$ cat config.mk
export PLATFORM = sky130hd
export DESIGN_NAME = int_div_iter
export DESIGN_NICKNAME = d
export VERILOG_FILES = /design/src/rtl/div_pkg.sv /design/src/rtl/div_precheck.sv /design/src/rtl/div_core.sv /design/src/rtl/div_fixup.sv /design/src/rtl/int_div_iter.sv
export SDC_FILE = /design/constraint.sdc
export NUM_CORES = 1
export LEC_CHECK = 0
export ABC_AREA = 1
export CAP_MARGIN = 20
export CORE_MARGIN = 10
export CORE_UTILIZATION = 29
export DETAILED_ROUTE_END_ITERATION = 6
export GPL_ROUTABILITY_DRIVEN = 0
export GPL_TIMING_DRIVEN = 0
export PLACE_DENSITY_LB_ADDON = 0.1
export SYNTH_ARGS = -nofsm -noshare
export SYNTH_HDL_FRONTEND = slang
export SYNTH_SLANG_ARGS = --single-unit
export TNS_END_PERCENT = 20
$ cat constraint.sdc
create_clock -name clk -period 2.9 [get_ports clk]
set_clock_uncertainty 0.15 [all_clocks]
set_input_delay 0.435 -clock clk [delete_from_list [all_inputs] [get_ports clk]]
set_output_delay 0.435 -clock clk [all_outputs]
set_load 0.1 [all_outputs]
$ cat src/rtl/div_pkg.sv
package div_pkg;

  // Sequencer states of the divider control
  typedef enum logic [1:0] {
    ST_IDLE = 2'd0,
    ST_RUN  = 2'd1,
    ST_FIX  = 2'd2
  } div_state_e;

endpackage

$ cat src/rtl/div_precheck.sv
// Operand classification: illegal-case detection, magnitudes, result sign.
module div_precheck #(
  parameter int WIDTH = 32
) (
  input  logic [WIDTH-1:0] dividend,
  input  logic [WIDTH-1:0] divisor,
  input  logic             is_signed,
  output logic             illegal,
  output logic [WIDTH-1:0] mag_dividend,
  output logic [WIDTH-1:0] mag_divisor,
  output logic             neg_result
);
  localparam logic [WIDTH-1:0] MOST_NEG = {1'b1, {(WIDTH-1){1'b0}}};
  localparam logic [WIDTH-1:0] ALL_ONES = {WIDTH{1'b1}};

  logic a_neg, b_neg, zero_div, min_by_m1;

  always_comb begin
    a_neg        = is_signed & dividend[WIDTH-1];
    b_neg        = is_signed & divisor[WIDTH-1];
    zero_div     = (divisor == '0);
    min_by_m1    = is_signed && (dividend == MOST_NEG) && (divisor == ALL_ONES);
    illegal      = zero_div | min_by_m1;
    mag_dividend = a_neg ? (~dividend + 1'b1) : dividend;
    mag_divisor  = b_neg ? (~divisor + 1'b1) : divisor;
    neg_result   = a_neg ^ b_neg;
  end

endmodule

$ cat src/rtl/div_core.sv
// Radix-2 restoring divider datapath on unsigned magnitudes.
module div_core #(
  parameter int WIDTH = 32
) (
  input  logic             clk,
  input  logic             rst,
  input  logic             load,
  input  logic             step,
  input  logic [WIDTH-1:0] mag_dividend,
  input  logic [WIDTH-1:0] mag_divisor,
  output logic [WIDTH-1:0] quot_mag,
  output logic             last_step
);
  localparam int CNT_W = $clog2(WIDTH + 1);

  logic [WIDTH:0]   rem_r;
  logic [WIDTH-1:0] q_r;
  logic [WIDTH-1:0] d_r;
  logic [CNT_W-1:0] cnt_r;

  logic [WIDTH:0]   shifted;
  logic [WIDTH:0]   trial;
  logic             fits;

  // One restoring step: shift in the next dividend bit, try the subtract
  always_comb begin
    shifted = {rem_r[WIDTH-1:0], q_r[WIDTH-1]};
    trial   = shifted - {1'b0, d_r};
    fits    = ~trial[WIDTH];
  end

  always_ff @(posedge clk) begin
    if (rst) begin
      rem_r <= '0;
      q_r   <= '0;
      d_r   <= '0;
      cnt_r <= '0;
    end else if (load) begin
      rem_r <= '0;
      q_r   <= mag_dividend;
      d_r   <= mag_divisor;
      cnt_r <= CNT_W'(WIDTH);
    end else if (step) begin
      rem_r <= fits ? trial : shifted;
      q_r   <= {q_r[WIDTH-2:0], fits};
      cnt_r <= cnt_r - 1'b1;
    end
  end

  assign quot_mag  = q_r;
  assign last_step = (cnt_r == CNT_W'(1));


  rem_bound_chk: assert property (@(posedge clk) disable iff (rst)
    step |=> (rem_r < {1'b0, d_r}));


  count_live_chk: assert property (@(posedge clk) disable iff (rst)
    step |-> (cnt_r != '0));

endmodule

$ cat src/rtl/div_fixup.sv
// Applies the result sign to the unsigned quotient magnitude.
module div_fixup #(
  parameter int WIDTH = 32
) (
  input  logic [WIDTH-1:0] quot_mag,
  input  logic             negate,
  output logic [WIDTH-1:0] quot_final
);
  always_comb begin
    quot_final = negate ? (~quot_mag + 1'b1) : quot_mag;
  end
endmodule

$ cat src/rtl/int_div_iter.sv
// Iterative signed/unsigned integer divider, quotient only.
module int_div_iter #(
  parameter int WIDTH = 32
) (
  input  logic             clk,
  input  logic             rst,
  input  logic             start,
  input  logic [WIDTH-1:0] dividend,
  input  logic [WIDTH-1:0] divisor,
  input  logic             is_signed,
  input  logic             oe,
  output logic             busy,
  output logic             done,
  output logic [WIDTH-1:0] quotient,
  output logic             ov
);
  import div_pkg::*;

  div_state_e       state_r;
  logic             neg_r;
  logic             illegal_w;
  logic             neg_w;
  logic [WIDTH-1:0] mag_a_w;
  logic [WIDTH-1:0] mag_b_w;
  logic [WIDTH-1:0] quot_mag_w;
  logic [WIDTH-1:0] quot_fix_w;
  logic             last_w;
  logic             accept;
  logic             core_load;
  logic             core_step;

  assign accept    = start && (state_r == ST_IDLE);
  assign core_load = accept && !illegal_w;
  assign core_step = (state_r == ST_RUN);

  div_precheck #(.WIDTH(WIDTH)) u_precheck (
    .dividend     (dividend),
    .divisor      (divisor),
    .is_signed    (is_signed),
    .illegal      (illegal_w),
    .mag_dividend (mag_a_w),
    .mag_divisor  (mag_b_w),
    .neg_result   (neg_w)
  );

  div_core #(.WIDTH(WIDTH)) u_core (
    .clk          (clk),
    .rst          (rst),
    .load         (core_load),
    .step         (core_step),
    .mag_dividend (mag_a_w),
    .mag_divisor  (mag_b_w),
    .quot_mag     (quot_mag_w),
    .last_step    (last_w)
  );

  div_fixup #(.WIDTH(WIDTH)) u_fixup (
    .quot_mag   (quot_mag_w),
    .negate     (neg_r),
    .quot_final (quot_fix_w)
  );

  always_ff @(posedge clk) begin
    if (rst) begin
      state_r  <= ST_IDLE;
      neg_r    <= 1'b0;
      done     <= 1'b0;
      quotient <= '0;
      ov       <= 1'b0;
    end else begin
      done <= 1'b0;
      unique case (state_r)
        ST_IDLE: begin
          if (accept) begin
            if (illegal_w) begin
              done     <= 1'b1;
              quotient <= '0;
              ov       <= oe;
            end else begin
              state_r <= ST_RUN;
              neg_r   <= neg_w;
            end
          end
        end
        ST_RUN: begin
          if (last_w) state_r <= ST_FIX;
        end
        ST_FIX: begin
          state_r  <= ST_IDLE;
          done     <= 1'b1;
          quotient <= quot_fix_w;
          ov       <= 1'b0;
        end
        default: state_r <= ST_IDLE;
      endcase
    end
  end

  assign busy = (state_r != ST_IDLE);


  done_pulse_chk: assert property (@(posedge clk) disable iff (rst)
    done |=> !done);

  // R4 (and R5)
  illegal_fast_chk: assert property (@(posedge clk) disable iff (rst)
    (start && !busy && illegal_w) |=> (done && !busy && (quotient == '0)));


  ov_zero_chk: assert property (@(posedge clk) disable iff (rst)
    ov |-> (quotient == '0));


  busy_exit_chk: assert property (@(posedge clk) disable iff (rst)
    busy |=> (busy || done));


  done_idle_chk: assert property (@(posedge clk) disable iff (rst)
    done |-> !busy);

endmodule

# Word level (Yosys, flattened, before mapping)
# Cells that the tools add are included.
[totals]
ff_bits = 139
inputBits = 69
out_inout_bits = 35
word_cells = 68
[classes]
addsub = 5
n_eq_ne = 9
muxes = 21
n_bitwise = 9
reduce_logical = 14
[op_table]
columns = ["operator", "n"]
rows = [
  ["32-bit 2-to-1 mux", 8],
  ["32-bit by 1-bit adder with 32-bit output, second input constant", 3],
  ["32-bit inverter", 3],
  ["32-bit equality test, second input constant", 2],
  ["32-bit one-hot mux with 2 select lines", 1],
  ["33-bit by 32-bit subtractor with 33-bit output", 1],
  ["32-bit logical NOT", 1],
  ["6-bit 2-to-1 mux", 2],
  ["3-bit AND reduction", 3],
  ["2-bit inequality test, second input constant", 4],
  ["6-bit by 1-bit equality test with 1-bit output, second input constant", 1],
  ["2-bit 2-to-1 mux", 3],
  ["2-bit nonzero test", 3],
  ["6-bit by 1-bit subtractor with 6-bit output, second input constant", 1],
  ["1-bit logical AND", 4],
  ["1-bit 2-to-1 mux", 4],
  ["1-bit one-hot mux with 2 select lines", 2],
  ["2-bit one-hot mux with 2 select lines", 1],
  ["1-bit AND", 2],
  ["2-bit by 1-bit equality test with 1-bit output, second input constant", 1],
  ["2-bit equality test, second input constant", 1],
  ["2-bit logical NOT", 1],
  ["1-bit inverter", 2],
  ["2-bit OR reduction", 1],
  ["3 further kinds", 3],
]

# Depth between registers and ports, before layout
# Gate-level depths: netlist of run 1.
[depth]
depth_word = 7
ltp_mapped = 19
ltp_nobuf = 18

# Cells and area by module
# Synthesis of run 1 repeated with hierarchy kept, for this count alone.
[hier_totals]
cells_unflattened = 2027
area_unflattened_um2 = 11723.7
[by_module_without_submodules]
columns = ["module", "n_inst", "cells_each", "area_each_um2"]
rows = [
  ["div_core", 1, 1187, 7054.3],
  ["div_precheck", 1, 446, 2182.1],
  ["int_div_iter", 1, 167, 1378.8],
  ["div_fixup", 1, 227, 1108.6],
]

# Worst setup path before layout of run 1
# Ideal clock, no wire load.
[synth_path]
kind = "register to register"
startpoint = "reg u_core.q_r[31], in the netlist u_core.quot_mag[31]"
endpoint = "reg u_core.rem_r[17]"
setup_time_ns = 0.117
arrival_time_ns = 2.074
t_required_ns = 2.633
slack_ns = 0.559
path_stages_with_launch = 19
n_path_buf = 1
cell_sequence = "dfxtp_1 inv_1 ha_1 fa_1 inv_1 nand2_1 nand2_1 nand3_1 nand2_1 nand2_1 nand2_2 nand2_1 nand2_1 nand2_1 nand2_2 buf_2 nand2_1 nand3_1 a21oi_1"
[synth_via]
elab_chain_cells = 2
[synth_lines]
columns = ["item", "line_no", "rtl"]
rows = [
  ["from (decl)", "div_core.sv:17", "logic [WIDTH-1:0] q_r;"],
  ["from (signal assigned)", "div_core.sv:40", "q_r <= mag_dividend;"],
  ["from (signal assigned)", "div_core.sv:45", "q_r <= {q_r[WIDTH-2:0], fits};"],
  ["33-bit by 32-bit subtractor with 33-bit output", "div_core.sv:28", "trial = shifted - {1'b0, d_r};"],
  ["32-bit 2-to-1 mux", "div_core.sv:44", "rem_r <= fits ? trial : shifted;"],
  ["to (signal assigned)", "div_core.sv:44", ""],
  ["to (decl)", "div_core.sv:16", "logic [WIDTH:0] rem_r;"],
]
# No other way between the ends.
# A chain may end at the register's enable or synchronous reset.

# Worst setup path in the final report of run 1
[layout_path]
startpoint = "in dividend[0]"
endpoint = "reg u_core.d_r[1]"
[layout_via]
elab_chain_cells = 6
[layout_lines]
columns = ["item", "line_no", "rtl"]
rows = [
  ["from (decl)", "int_div_iter.sv:8", "input logic [WIDTH-1:0] dividend,"],
  ["32-bit equality test", "div_precheck.sv:22", "min_by_m1 = is_signed && (dividend == MOST_NEG) && (divisor == ALL_ONES);"],
  ["1-bit logical AND (2 in series)", "div_precheck.sv:22", ""],
  ["1-bit bitwise OR", "div_precheck.sv:23", "illegal = zero_div | min_by_m1;"],
  ["1-bit logical NOT", "int_div_iter.sv:33", "assign core_load = accept && !illegal_w;"],
  ["1-bit logical AND", "int_div_iter.sv:33", ""],
  ["to (signal assigned)", "div_core.sv:41", "d_r <= mag_divisor;"],
  ["to (decl)", "div_core.sv:18", "logic [WIDTH-1:0] d_r;"],
]
# No other way between the ends.

==> results of run 1 <==
worst max-delay path by stage:
stage	startpoint	end	slack (ns)	cells after the start
after global routing	u_core.quot_mag[31]	u_core.rem_r[30]	0.002	19
after floorplan	u_core.quot_mag[31]	u_core.rem_r[17]	0.56	18
after global placement	dividend[0]	u_core.d_r[1]	-0.36	14
after CTS	u_core.quot_mag[31]	u_core.rem_r[30]	0.03	19
final	dividend[0]	u_core.d_r[1]	0.17	14
after detailed placement	dividend[0]	u_core.quot_mag[23]	-0.39	14
state kept, by name (all words and copies together), names as in the netlist:
name / flops
done: 1
neg_r: 1
ov: 1
quotient: 32
state_r: 2
u_core.cnt_r: 6
u_core.d_r: 32
u_core.quot_mag: 32
u_core.rem_r: 32
area by class of cell:
cell class / count / area [sq um]
timing repair buffer: 105 / 1061
sequential: 139 / 2786
inverter: 278 / 1047
tap: 461 / 576.8
fill: 4005 / 22840
clock inverter: 14 / 172.7
buffer: 55 / 336.6
multi-input combinational: 1310 / 6484
clock buffer: 18 / 439.2
kinds of logic after synthesis:
family,after synthesis,share of synthesized area
AO/OA/AOI/OAI,269,0.1378
adder cells (fa/ha/maj),39,0.04685
flip-flops,139,0.2631
buffers and inverters,333,0.1275
AND/OR/NAND/NOR,930,0.3651
XOR/XNOR,72,0.05962
synthesized netlist by cell type (2+ instances only):
library cell  number
a21o_1             3
a21oi_1          143
a21oi_2            3
a22oi_1            2
a31oi_1            6
and2_1             5
buf_1              3
buf_2              9
buf_4              8
buf_6              6
clkbuf_1          28
clkinv_1           2
dfxtp_1          139
ha_1              38
inv_1            272
inv_2              3
nand2_1          527
nand2_2            3
nand3_1          126
nand4_1           32
nor2_1           200
nor2_2             3
nor3_1            14
nor3_4             2
nor4_1             4
o211ai_1          13
o21ai_0           65
o21ai_1            5
o22ai_1           25
or2_1              2
or2_2              5
xnor2_1           17
xor2_1            55
metrics by stage:
stage / instance area [sq um] / setup slack [ns] / power [uW] / TNS (ns) / utilization
after global routing: 12900 / 0.002257 / 7659 / 0 / 0.3610
final: 12900 / 0.1737 / 7177 / 0 / 0.3610
after CTS: 12820 / 0.02995 / 7172 / 0 / 0.3586
after global placement: 12170 / -0.3615 / 4758 / -31.37 / 0.3406
after detailed placement: 12170 / -0.3903 / 4756 / -34.49 / 0.3406
after floorplan: 10580 / 0.5594 / 3920 / 0 / -
layer usage:
metal / up-vias / track usage / share of wire
met2: 230 / 0.2987 / 0.47
met5: - / 0 / 0
met3: 40 / 0.02745 / 0.043
met4: 0 / 0.04970 / 0.018
li1: 5894 / - / -
met1: 5203 / 0.2394 / 0.47
worst register-to-register path: cells and delay by family, from the launching register on:
kind / cells / cell delay, ns
AND/OR/NAND/NOR: 13 / 1.13
AO/OA/AOI/OAI: 1 / 0.16
buffers and inverters: 3 / 0.27
adder cells (fa/ha/maj): 2 / 0.55
flip-flops: 1 / 0.36
power breakdown:
part | total (uW) | switching (uW) | internal (uW) | leakage, uW
logic | 2700 | 1780 | 918 | 0.00449
clock network | 2350 | 1030 | 1330 | 0.000296
registers | 2130 | 97.5 | 2030 | 0.00113
repair_timing:
action,CTS,global route
setup buffers,0,2
endpoints found under the setup margin,33,74
pin swaps,0,3
gates resized for setup,11,14
gates cloned,0,1
==> impl_results.md, run 1 <==
* Final hold vios at 0
* Yosys reg bits at 139
* N_diodes at 0
* Area Growth Syn to Fin at 22.00%
* Global-route wire length before repair at 62,240 um
* Core area at 0.03574 sq mm
* Mapped Cells at 1,782
* Clock slew at reported path FFs at 0.07 ns
* Post-DP HPWL at 33,100 um
* Initial antenna violation count at 0
* Worst setup SP type: input pin
* Avg Vias per Cell at 4.776
* Hold path depth at 2
* Final setup fails at 0
* Initial DRC Count at 681
* Crit-path slowest cell: clkdlybuf4s50_1
* Routed WL at 40,280 um
* Vias in the first global route at 10.82k
* Clk_lat worst skew at 0.45 ns
* Drt drc at 0
* Initial Util at 0.2959
* Total CTS buffers at 17
* Total clock sinks at 139
* CTS Hold Bufs at 0
* Worst-margin pin slew at 1.041 ns
* Clk buf depth at 2
* DR pass1 iterations at 5
* FF-to-FF End: u_core.rem_r[30]
* Max-Cap Viols at 0
* Ports at 104
* WS Path Type: in -> reg
* Tmin final at 2.726 ns
* Slowest stage delay, CP at 0.47 ns
* Pleak at 0.005924 uW
* Yosys warning total at 0
* Max Clock Freq at 366.8 MHz
* Crit end category: flop
* Area of the mapped netlist at 0.01058 sq mm
* Run status: complete, no violations
* Root buffer cell: clkbuf_16
* Layout cells sized above 1 at 0.04950
* Asr flop ratio synth at 0
* Non-Filler Instances at 2,380
* Total die area at 0.04451 sq mm
* Max IR drop VDD at 0.0004482 V
* Most common cell after layout, fill and taps aside: nand2_1
* CP top delay family: buffers and inverters
* Die H at 211.0 um
* Register area share after synthesis at 0.2631
* Worst Path Max Fanout at 10
* Headroom to the max-slew limit at 0.3037
* WP buf/inv at 5
* Vias at 11.37k
* FP Rows at 69
* RSZ-0062 raised after global routing: no
* IO buf count at 102
* Flop2flop setup slack at 0.21 ns
* Drt wl/cell at 16.92 um
* FF-to-FF Start: u_core.quot_mag[31]
* WP data required at 3.05 ns
* Hold Crit Class: reg -> reg
* Synth Net Count at 1,890
* DIE WIDTH at 211.0 um
* Gr usage total at 0.1808
* Post-synth EDFFs at 0
* Worst Hold Launch: quotient[16]
* Htree depth at 4
* CTS tree: yes
* Commonest non-fill, non-tap cells in the layout: 521 x nand2_1, 271 x inv_1, 200 x nor2_1, 142 x a21oi_1, 138 x dfxtp_1
* Worst r2r path cells at 19
* Max-slew violation total from the final report at 0
* Post-DRT Antenna Nets at 0
* Placed cell count at 2,345
* CP Data Arrival Time at 2.88 ns
* Synth Flop Type: dfxtp_1
* WHS at 0.3097 ns
* Hold Crit Endpoint: quotient[16]
* Final nets at 2,014
* Tcrit/Tclk final at 0.9401
* Worst-path cell chain: clkdlybuf4s50_1 -> inv_1 -> ha_1 -> nand3_1 -> nor2_2 -> nand2_1 -> nor2_1 -> nand3_2 -> nand3_2 -> buf_8 -> nor2_2 -> inv_4 -> buf_4 -> o22ai_1
* Share of the synthesized area in the top cell type at 0.2631
* Synth unique cells at 47
* Global route overflow at 0
* Largest cells by area after synthesis: dfxtp_1 26%, nand2_1 19%, inv_1 9.7%, nor2_1 7.1%, a21oi_1 6.8%
* Largest area contributor in the netlist: dfxtp_1
* Largest net degree at the start of global routing at 17
* Cell Pwr Density at 556.2 mW/mm^2
* Syn Area/Cell at 5.935 sq um
Note: power is estimated with default switching activity, not from simulation.
==> run 2: changes to the inputs <==
==> constraint.sdc (replaced) <==
create_clock -name clk -period 3.3 [get_ports clk]
set_clock_uncertainty 0.15 [all_clocks]
set_input_delay 0.495 -clock clk [delete_from_list [all_inputs] [get_ports clk]]
set_output_delay 0.495 -clock clk [all_outputs]
set_load 0.1 [all_outputs]
==> run 2 against run 1 <==
Clock power is 12% lower. Sequential cell count stayed put. Clock-buffer cell count stayed put. Global-route usage hardly changed.
==> impl_results.md, run 2 (synthesis gave the netlist of run 1 again) <==
* Ports at 104 (unchanged)
* Headroom to the max-slew limit at 0.3037 (unchanged)
* Worst r2r path cells at 19 (unchanged)
* Most common cell after layout, fill and taps aside: nand2_1 (unchanged)
* Post-DP HPWL at 33,100 um (unchanged)
* Clk buf depth at 2 (unchanged)
* Drt wl/cell at 16.95 um (was 16.92 um)
* Root buffer cell: clkbuf_16 (unchanged)
* WHS at 0.3100 ns (was 0.3097 ns)
* Hold path depth at 2 (unchanged)
* N_diodes at 0 (unchanged)
* Worst path most repeated cell: nand2_1
* Core area at 0.03574 sq mm (unchanged)
* Run status: complete, no violations (unchanged)
* FF-to-FF End: u_core.rem_r[30] (unchanged)
* Fill cell count at 4,012 (was 4,005)
* IO buf count at 102 (unchanged)
* Hold Crit Class: reg -> reg (unchanged)
* Worst Path Max Fanout at 10 (unchanged)
* CP Data Arrival Time at 3.23 ns (was 2.88 ns)
* CTS tree: yes (unchanged)
* Crit end category: flop (unchanged)
* Vias in the first global route at 10.80k (was 10.82k)
* Total CTS buffers at 17 (unchanged)
* FP Rows at 69 (unchanged)
* Worst setup SP type: flop (was input pin)
* Global-route wire length before repair at 62,200 um (was 62,240 um)
* Clock slew at reported path FFs at 0.07 ns (about the same)
* Final setup fails at 0 (unchanged)
* Layout cells sized above 1 at 0.04280 (was 0.04950)
* Area Growth Syn to Fin at 20.94% (was 22.00%)
* Max-Cap Viols at 0 (unchanged)
* DR pass1 iterations at 5 (unchanged)
* Initial antenna violation count at 0 (unchanged)
* Flop2flop setup slack at 0.29 ns (was 0.21 ns)
* Final hold vios at 0 (unchanged)
* Routed WL at 40,290 um (was 40,280 um)
* Vias at 11.34k (was 11.37k)
* Initial DRC Count at 678 (was 681)
* WP buf/inv at 3 (was 5)
* Initial Util at 0.2959 (unchanged)
* Tmin final at 3.010 ns
* Worst-margin pin slew at 1.041 ns (about the same)
* Hold Crit Endpoint: quotient[16] (unchanged)
* Total die area at 0.04451 sq mm (unchanged)
* Max-slew violation total from the final report at 0 (unchanged)
* Global route overflow at 0 (unchanged)
* Pleak at 0.005888 uW (was 0.005924 uW)
* Avg Vias per Cell at 4.771 (was 4.776)
* RSZ-0062 raised after global routing: no (unchanged)
* Final nets at 2,011 (was 2,014)
* Die H at 211.0 um (unchanged)
* Pre-CTS setup slack at -0.05033 ns (was -0.3903 ns)
* Setup Buffers After CTS at 0 (unchanged)
* DIE WIDTH at 211.0 um (unchanged)
* WP data required at 3.52 ns (was 3.05 ns)
* Clk_lat worst skew at 0.45 ns (about the same)
* Max IR drop VDD at 0.0003942 V (was 0.0004482 V)
* Slowest stage delay, CP at 0.37 ns (was 0.47 ns)
* Critical Path Start: u_core.quot_mag[31] (was dividend[0])
* Worst-path cell chain: inv_1 -> ha_1 -> fa_1 -> inv_1 -> nand2_1 -> nand2_1 -> nand3_1 -> nand2_2 -> nand2_1 -> nand2_2 -> nand2_1 -> nand2_1 -> nand2_1 -> nand2_2 -> buf_4 -> nand2_1 -> nand2_1 -> nand2_1 -> a21oi_1 (was clkdlybuf4s50_1 -> inv_1 -> ha_1 -> nand3_1 -> nor2_2 -> nand2_1 -> nor2_1 -> nand3_2 -> nand3_2 -> buf_8 -> nor2_2 -> inv_4 -> buf_4 -> o22ai_1)
* Final setup margin at 0.2899 ns (was 0.1737 ns)
* Post-DRT Antenna Nets at 0 (unchanged)
* Largest net degree at the start of global routing at 17 (unchanged)
* Commonest non-fill, non-tap cells in the layout: 526 x nand2_1, 272 x inv_1, 200 x nor2_1, 143 x a21oi_1, 139 x dfxtp_1 (was 521 x nand2_1, 271 x inv_1, 200 x nor2_1, 142 x a21oi_1, 138 x dfxtp_1)
* CP top delay family: simple AND/OR/NAND/NOR gates (was buffers and inverters)
* FF-to-FF Start: u_core.quot_mag[31] (unchanged)
* Total clock sinks at 139 (unchanged)
* Tcrit/Tclk final at 0.9122
* Cell Pwr Density at 487.0 mW/mm^2 (was 556.2 mW/mm^2)
* Max Clock Freq at 332.2 MHz
* Drt drc at 0 (unchanged)
* WS Path Type: reg -> reg (was in -> reg)
* Worst Hold Launch: quotient[16] (unchanged)
* Htree depth at 4 (unchanged)
* Gr usage total at 0.1807 (was 0.1808)
* Crit-path slowest cell: dfxtp_1 (was clkdlybuf4s50_1)
run 2: worst max path at each step:
stage,to,slack [ns],depth (start not counted)
finish,u_core.rem_r[30],0.29,19
global route,u_core.rem_r[30],0.04,19
global placement,u_core.d_r[1],-0.02,14
floorplan,u_core.rem_r[17],0.96,18
CTS,u_core.rem_r[30],0.19,19
detailed placement,u_core.quot_mag[23],-0.05,14
run 2: through the flow:
stage	util	instances	setup TNS [ns]	cell area, sq um	power, uW
global placement	0.3406	2345	-0.1234	12170	4181
finish	0.3579	2377	0	12790	6230
floorplan	-	1782	0	10580	3445
CTS	0.3577	2377	0	12790	6271
global route	0.3579	2377	0	12790	6643
detailed placement	0.3406	2345	-0.5026	12170	4180
run 2: timing repair:
action | 4_1_cts | 5_1_grt
setup endpoints to repair | 0 | 7
hold buffers | 0 | 0
hold endpoints to repair | 0 | 0
gates resized for setup | 0 | 2
run 2: worst register-to-register path, delay by kind of cell, from the launching register on:
family                   cells  cell delay [ns]
AO/OA/AOI/OAI                1             0.14
adder cells (fa/ha/maj)      2             0.61
flip-flops                   1             0.37
AND/OR/NAND/NOR             13             1.25
buffers and inverters        3             0.42
run 2: power by group:
| group | switching, uW | internal, uW |
|---|---|---|
| combinational | 1550 | 741 |
| clock | 907 | 1170 |
| sequential | 85.6 | 1780 |
run 2: per-layer routing:
| layer | global-route usage | part of all wire | up-vias |
|---|---|---|---|
| met4 | 0.04970 | 0.018 | 0 |
| met1 | 0.2394 | 0.47 | 5158 |
| met2 | 0.2983 | 0.47 | 238 |
| li1 | - | - | 5901 |
| met3 | 0.02745 | 0.043 | 44 |
| met5 | 0 | 0 | - |
run 2: cell type report:
type / count / area (sq um) / share of cell area
clock buffers: 18 / 439.2 / 0.03433
flip-flops and latches: 139 / 2783 / 0.2175
plain buffers: 55 / 306.5 / 0.02397
repair buffers: 102 / 1021 / 0.07982
multi-input cells: 1310 / 6447 / 0.5041
inverters: 278 / 1045 / 0.08168
clock inverters: 14 / 172.7 / 0.01350
well taps: 461 / 576.8 / 0.04509
==> run 3: changes to the inputs <==
--- a/config.mk
+++ b/config.mk
@@ -15,5 +15,6 @@
 export PLACE_DENSITY_LB_ADDON = 0.1
 export SYNTH_ARGS = -nofsm -noshare
 export SYNTH_HDL_FRONTEND = slang
+export SYNTH_HIERARCHICAL = 1
 export SYNTH_SLANG_ARGS = --single-unit
 export TNS_END_PERCENT = 20
==> run 3 against run 2 <==
Via count grew 10%. Clock power shrank 9%. Synthesized area grew 11%. Combinational power shrank 34%.
==> impl_results.md, run 3 <==
* Run status: complete, no violations (unchanged)
* Area Growth Syn to Fin at 20.53% (was 20.94%)
* Worst Path Max Fanout at 10 (unchanged)
* FP Rows at 73 (was 69)
* Most common cell after layout, fill and taps aside: nand2_1 (unchanged)
* Yosys warning total at 6 (was 0)
* Hold path depth at 2 (unchanged)
* Top cells by count, synth: 723 x nand2_1, 327 x inv_1, 182 x nor2_1 (was 527 x nand2_1, 272 x inv_1, 200 x nor2_1)
* IO buf count at 103 (was 102)
* Ports at 104 (unchanged)
* Worst-margin pin slew at 1.014 ns (was 1.041 ns)
* Met1 Usage GRT at 0.2428 (was 0.2394)
* Largest cells by area after synthesis: dfxtp_1 24%, nand2_1 23%, inv_1 10%, nor2_1 5.8%, nand3_1 5.7% (was dfxtp_1 26%, nand2_1 19%, inv_1 9.7%, nor2_1 7.1%, a21oi_1 6.8%)
* DIE WIDTH at 221.1 um (was 211.0 um)
* Initial antenna violation count at 0 (unchanged)
* CTS tree: yes (unchanged)
* Yosys reg bits at 139 (unchanged)
* Fill cell count at 4,561 (was 4,012)
* Max-Cap Viols at 0 (unchanged)
* Pleak at 0.006935 uW (was 0.005888 uW)
* N_diodes at 0 (unchanged)
* Post-DP HPWL at 34,550 um (was 33,100 um)
* Final setup margin at 0.1594 ns (was 0.2899 ns)
* Initial DRC Count at 795 (was 678)
* Clk buf depth at 2 (unchanged)
* Htree depth at 4 (unchanged)
* Pre-CTS setup slack at -1.478 ns (was -0.05033 ns)
* Largest net degree at the start of global routing at 17 (unchanged)
* CP Data Arrival Time at 3.33 ns (was 3.23 ns)
* Share of the synthesized area in the top cell type at 0.2374 (was 0.2631)
* WS Path Type: in -> reg (was reg -> reg)
* Syn Area/Cell at 5.784 sq um (was 5.935 sq um)
* Vias at 12.53k (was 11.34k)
* Gr usage total at 0.1656 (was 0.1807)
* Crit end category: flop (unchanged)
* Max-slew violation total from the final report at 0 (unchanged)
* Initial Util at 0.2944 (was 0.2959)
* WHS at 0.3156 ns (was 0.3100 ns)
* Hold Crit Class: reg -> reg (unchanged)
* Final hold vios at 0 (unchanged)
* DR pass1 iterations at 5 (unchanged)
* Synth Net Count at 2,135 (was 1,890)
* M3 GR Usage at 0.02505 (was 0.02745)
* Total CTS buffers at 17 (unchanged)
* Worst setup SP type: input pin (was flop)
* Global route overflow at 0 (unchanged)
* Routed WL at 41,850 um (was 40,290 um)
* Clock slew at reported path FFs at 0.06 ns (was 0.07 ns)
* Commonest non-fill, non-tap cells in the layout: 720 x nand2_1, 326 x inv_1, 175 x nor2_1, 139 x dfxtp_1, 131 x nand3_1 (was 526 x nand2_1, 272 x inv_1, 200 x nor2_1, 143 x a21oi_1, 139 x dfxtp_1)
* Vias in the first global route at 11.65k (was 10.80k)
* Global-route wire length before repair at 65,450 um (was 62,200 um)
* Mapped Cells at 2,027 (was 1,782)
* Drt wl/cell at 15.54 um (was 16.95 um)
* Largest area contributor in the netlist: dfxtp_1 (unchanged)
* Synth unique cells at 49 (was 47)
* Drt drc at 0 (unchanged)
* Final nets at 2,263 (was 2,011)
* Total clock sinks at 139 (unchanged)
* Max IR drop VDD at 0.0003422 V (was 0.0003942 V)
* CTS Hold Bufs at 0 (unchanged)
* Cell Pwr Density at 369.6 mW/mm^2 (was 487.0 mW/mm^2)
* Headroom to the max-slew limit at 0.3218 (was 0.3037)
* Tcrit/Tclk final at 0.9517 (was 0.9122)
* Avg Vias per Cell at 4.653 (was 4.771)
* Post-DRT Antenna Nets at 0 (unchanged)
* Tmin final at 3.141 ns (was 3.010 ns)
* Total chip power at 5223 uW (was 6230 uW)
* Clk_lat worst skew at 0.45 ns (about the same)
* M2 GR Usage at 0.2505 (was 0.2983)
* Core area at 0.03982 sq mm (was 0.03574 sq mm)
* Register area share after synthesis at 0.2374 (was 0.2631)
* Most frequent cell after synthesis: nand2_1 (unchanged)
* Root buffer cell: clkbuf_16 (unchanged)
* Layout cells sized above 1 at 0.07980 (was 0.04280)
* Max Clock Freq at 318.4 MHz (was 332.2 MHz)
* Total die area at 0.04887 sq mm (was 0.04451 sq mm)
* Worst r2r path cells at 18 (was 19)
* RSZ-0062 raised after global routing: no (unchanged)
* WP data required at 3.49 ns (was 3.52 ns)
* Final setup fails at 0 (unchanged)
* Die H at 221.1 um (was 211.0 um)
* Top Usage Layer GRT: met2 (unchanged)
* Asr flop ratio synth at 0 (unchanged)
* Area of the mapped netlist at 0.01172 sq mm (was 0.01058 sq mm)
* Synth Flop Type: dfxtp_1 (unchanged)
* Post-synth EDFFs at 0 (unchanged)
[run 3: worst paths after layout]
path,slack [ns],startpoint,to
max,0.16,divisor[0],u_core/quot_mag[25]
min,0.32,u_core/d_r[22],u_core/d_r[22]
max reg2reg,0.40,u_core/quot_mag[31],u_core/rem_r[23]
min reg2reg,0.32,u_core/d_r[22],u_core/d_r[22]
[run 3: through the flow]
step                        util  std cells  cell area, sq um  TNS, ns
after floorplan                -       2027             11720        0
after global placement    0.3368       2655             13410  -105.11
after detailed placement  0.3368       2655             13410  -112.63
after CTS                 0.3525       2689             14040        0
after global routing      0.3548       2693             14130        0
final                     0.3548       2693             14130        0
[run 3: metal layers]
metal | part of all wire | routed length, um
met5 | 0 | 0
met4 | 0.0081 | 340
met3 | 0.041 | 1734
met2 | 0.42 | 17710
met1 | 0.53 | 22060
[run 3: critical path, stage by stage]
cell,delay [ns]
clkdlybuf4s50_1,0.47
inv_1,0.10
ha_1,0.17
nand2_1,0.11
nor2_4,0.15
nand2_1,0.10
nor2_2,0.14
nand4_1,0.18
nand2_4,0.19
inv_1,0.07
nand3_2,0.14
clkinvlp_4,0.18
buf_4,0.18
clkbuf_4,0.20
a22oi_1,0.21
o21ai_0,0.12
nand2_1,0.07
inv_1,0.04
[run 3: repair_timing]
action                     CTS  global route
gates cloned                 0             0
setup buffers                3             4
pin swaps                    2             3
gates resized for setup     19            41
setup endpoints to repair  102            93
[run 3: cell type report]
class,instances,area (sq um),share of cell area
multi-input combinational,1488,7318,0.5179
sequential,139,2783,0.1969
clock inverter,15,132.6,0.009385
clock buffer,17,425.4,0.03010
inverter,336,1279,0.09049
tap,525,656.9,0.04648
buffer,63,450.4,0.03188
timing repair buffer,110,1086,0.07685
[run 3: cell families after synthesis]
logic type / count (synthesis) / synth area share
adders and majority gates: 39 / 0.04226
AOI/OAI and AO/OA: 232 / 0.1129
buffers and inverters: 400 / 0.1435
and+or+nand+nor: 1153 / 0.4161
xor gates and xnor gates: 64 / 0.04781
DFF: 139 / 0.2374
[run 3: power breakdown]
| part | leakage (uW) | internal [uW] | total [uW] | switching [uW] |
|---|---|---|---|---|
| Sequential | 0.00113 | 1760 | 1830 | 70.8 |
| Combinational | 0.00554 | 509 | 1510 | 996 |
| Clock | 0.000264 | 989 | 1890 | 902 |
| Total | 0.00694 | 3250 | 5220 | 1970 |
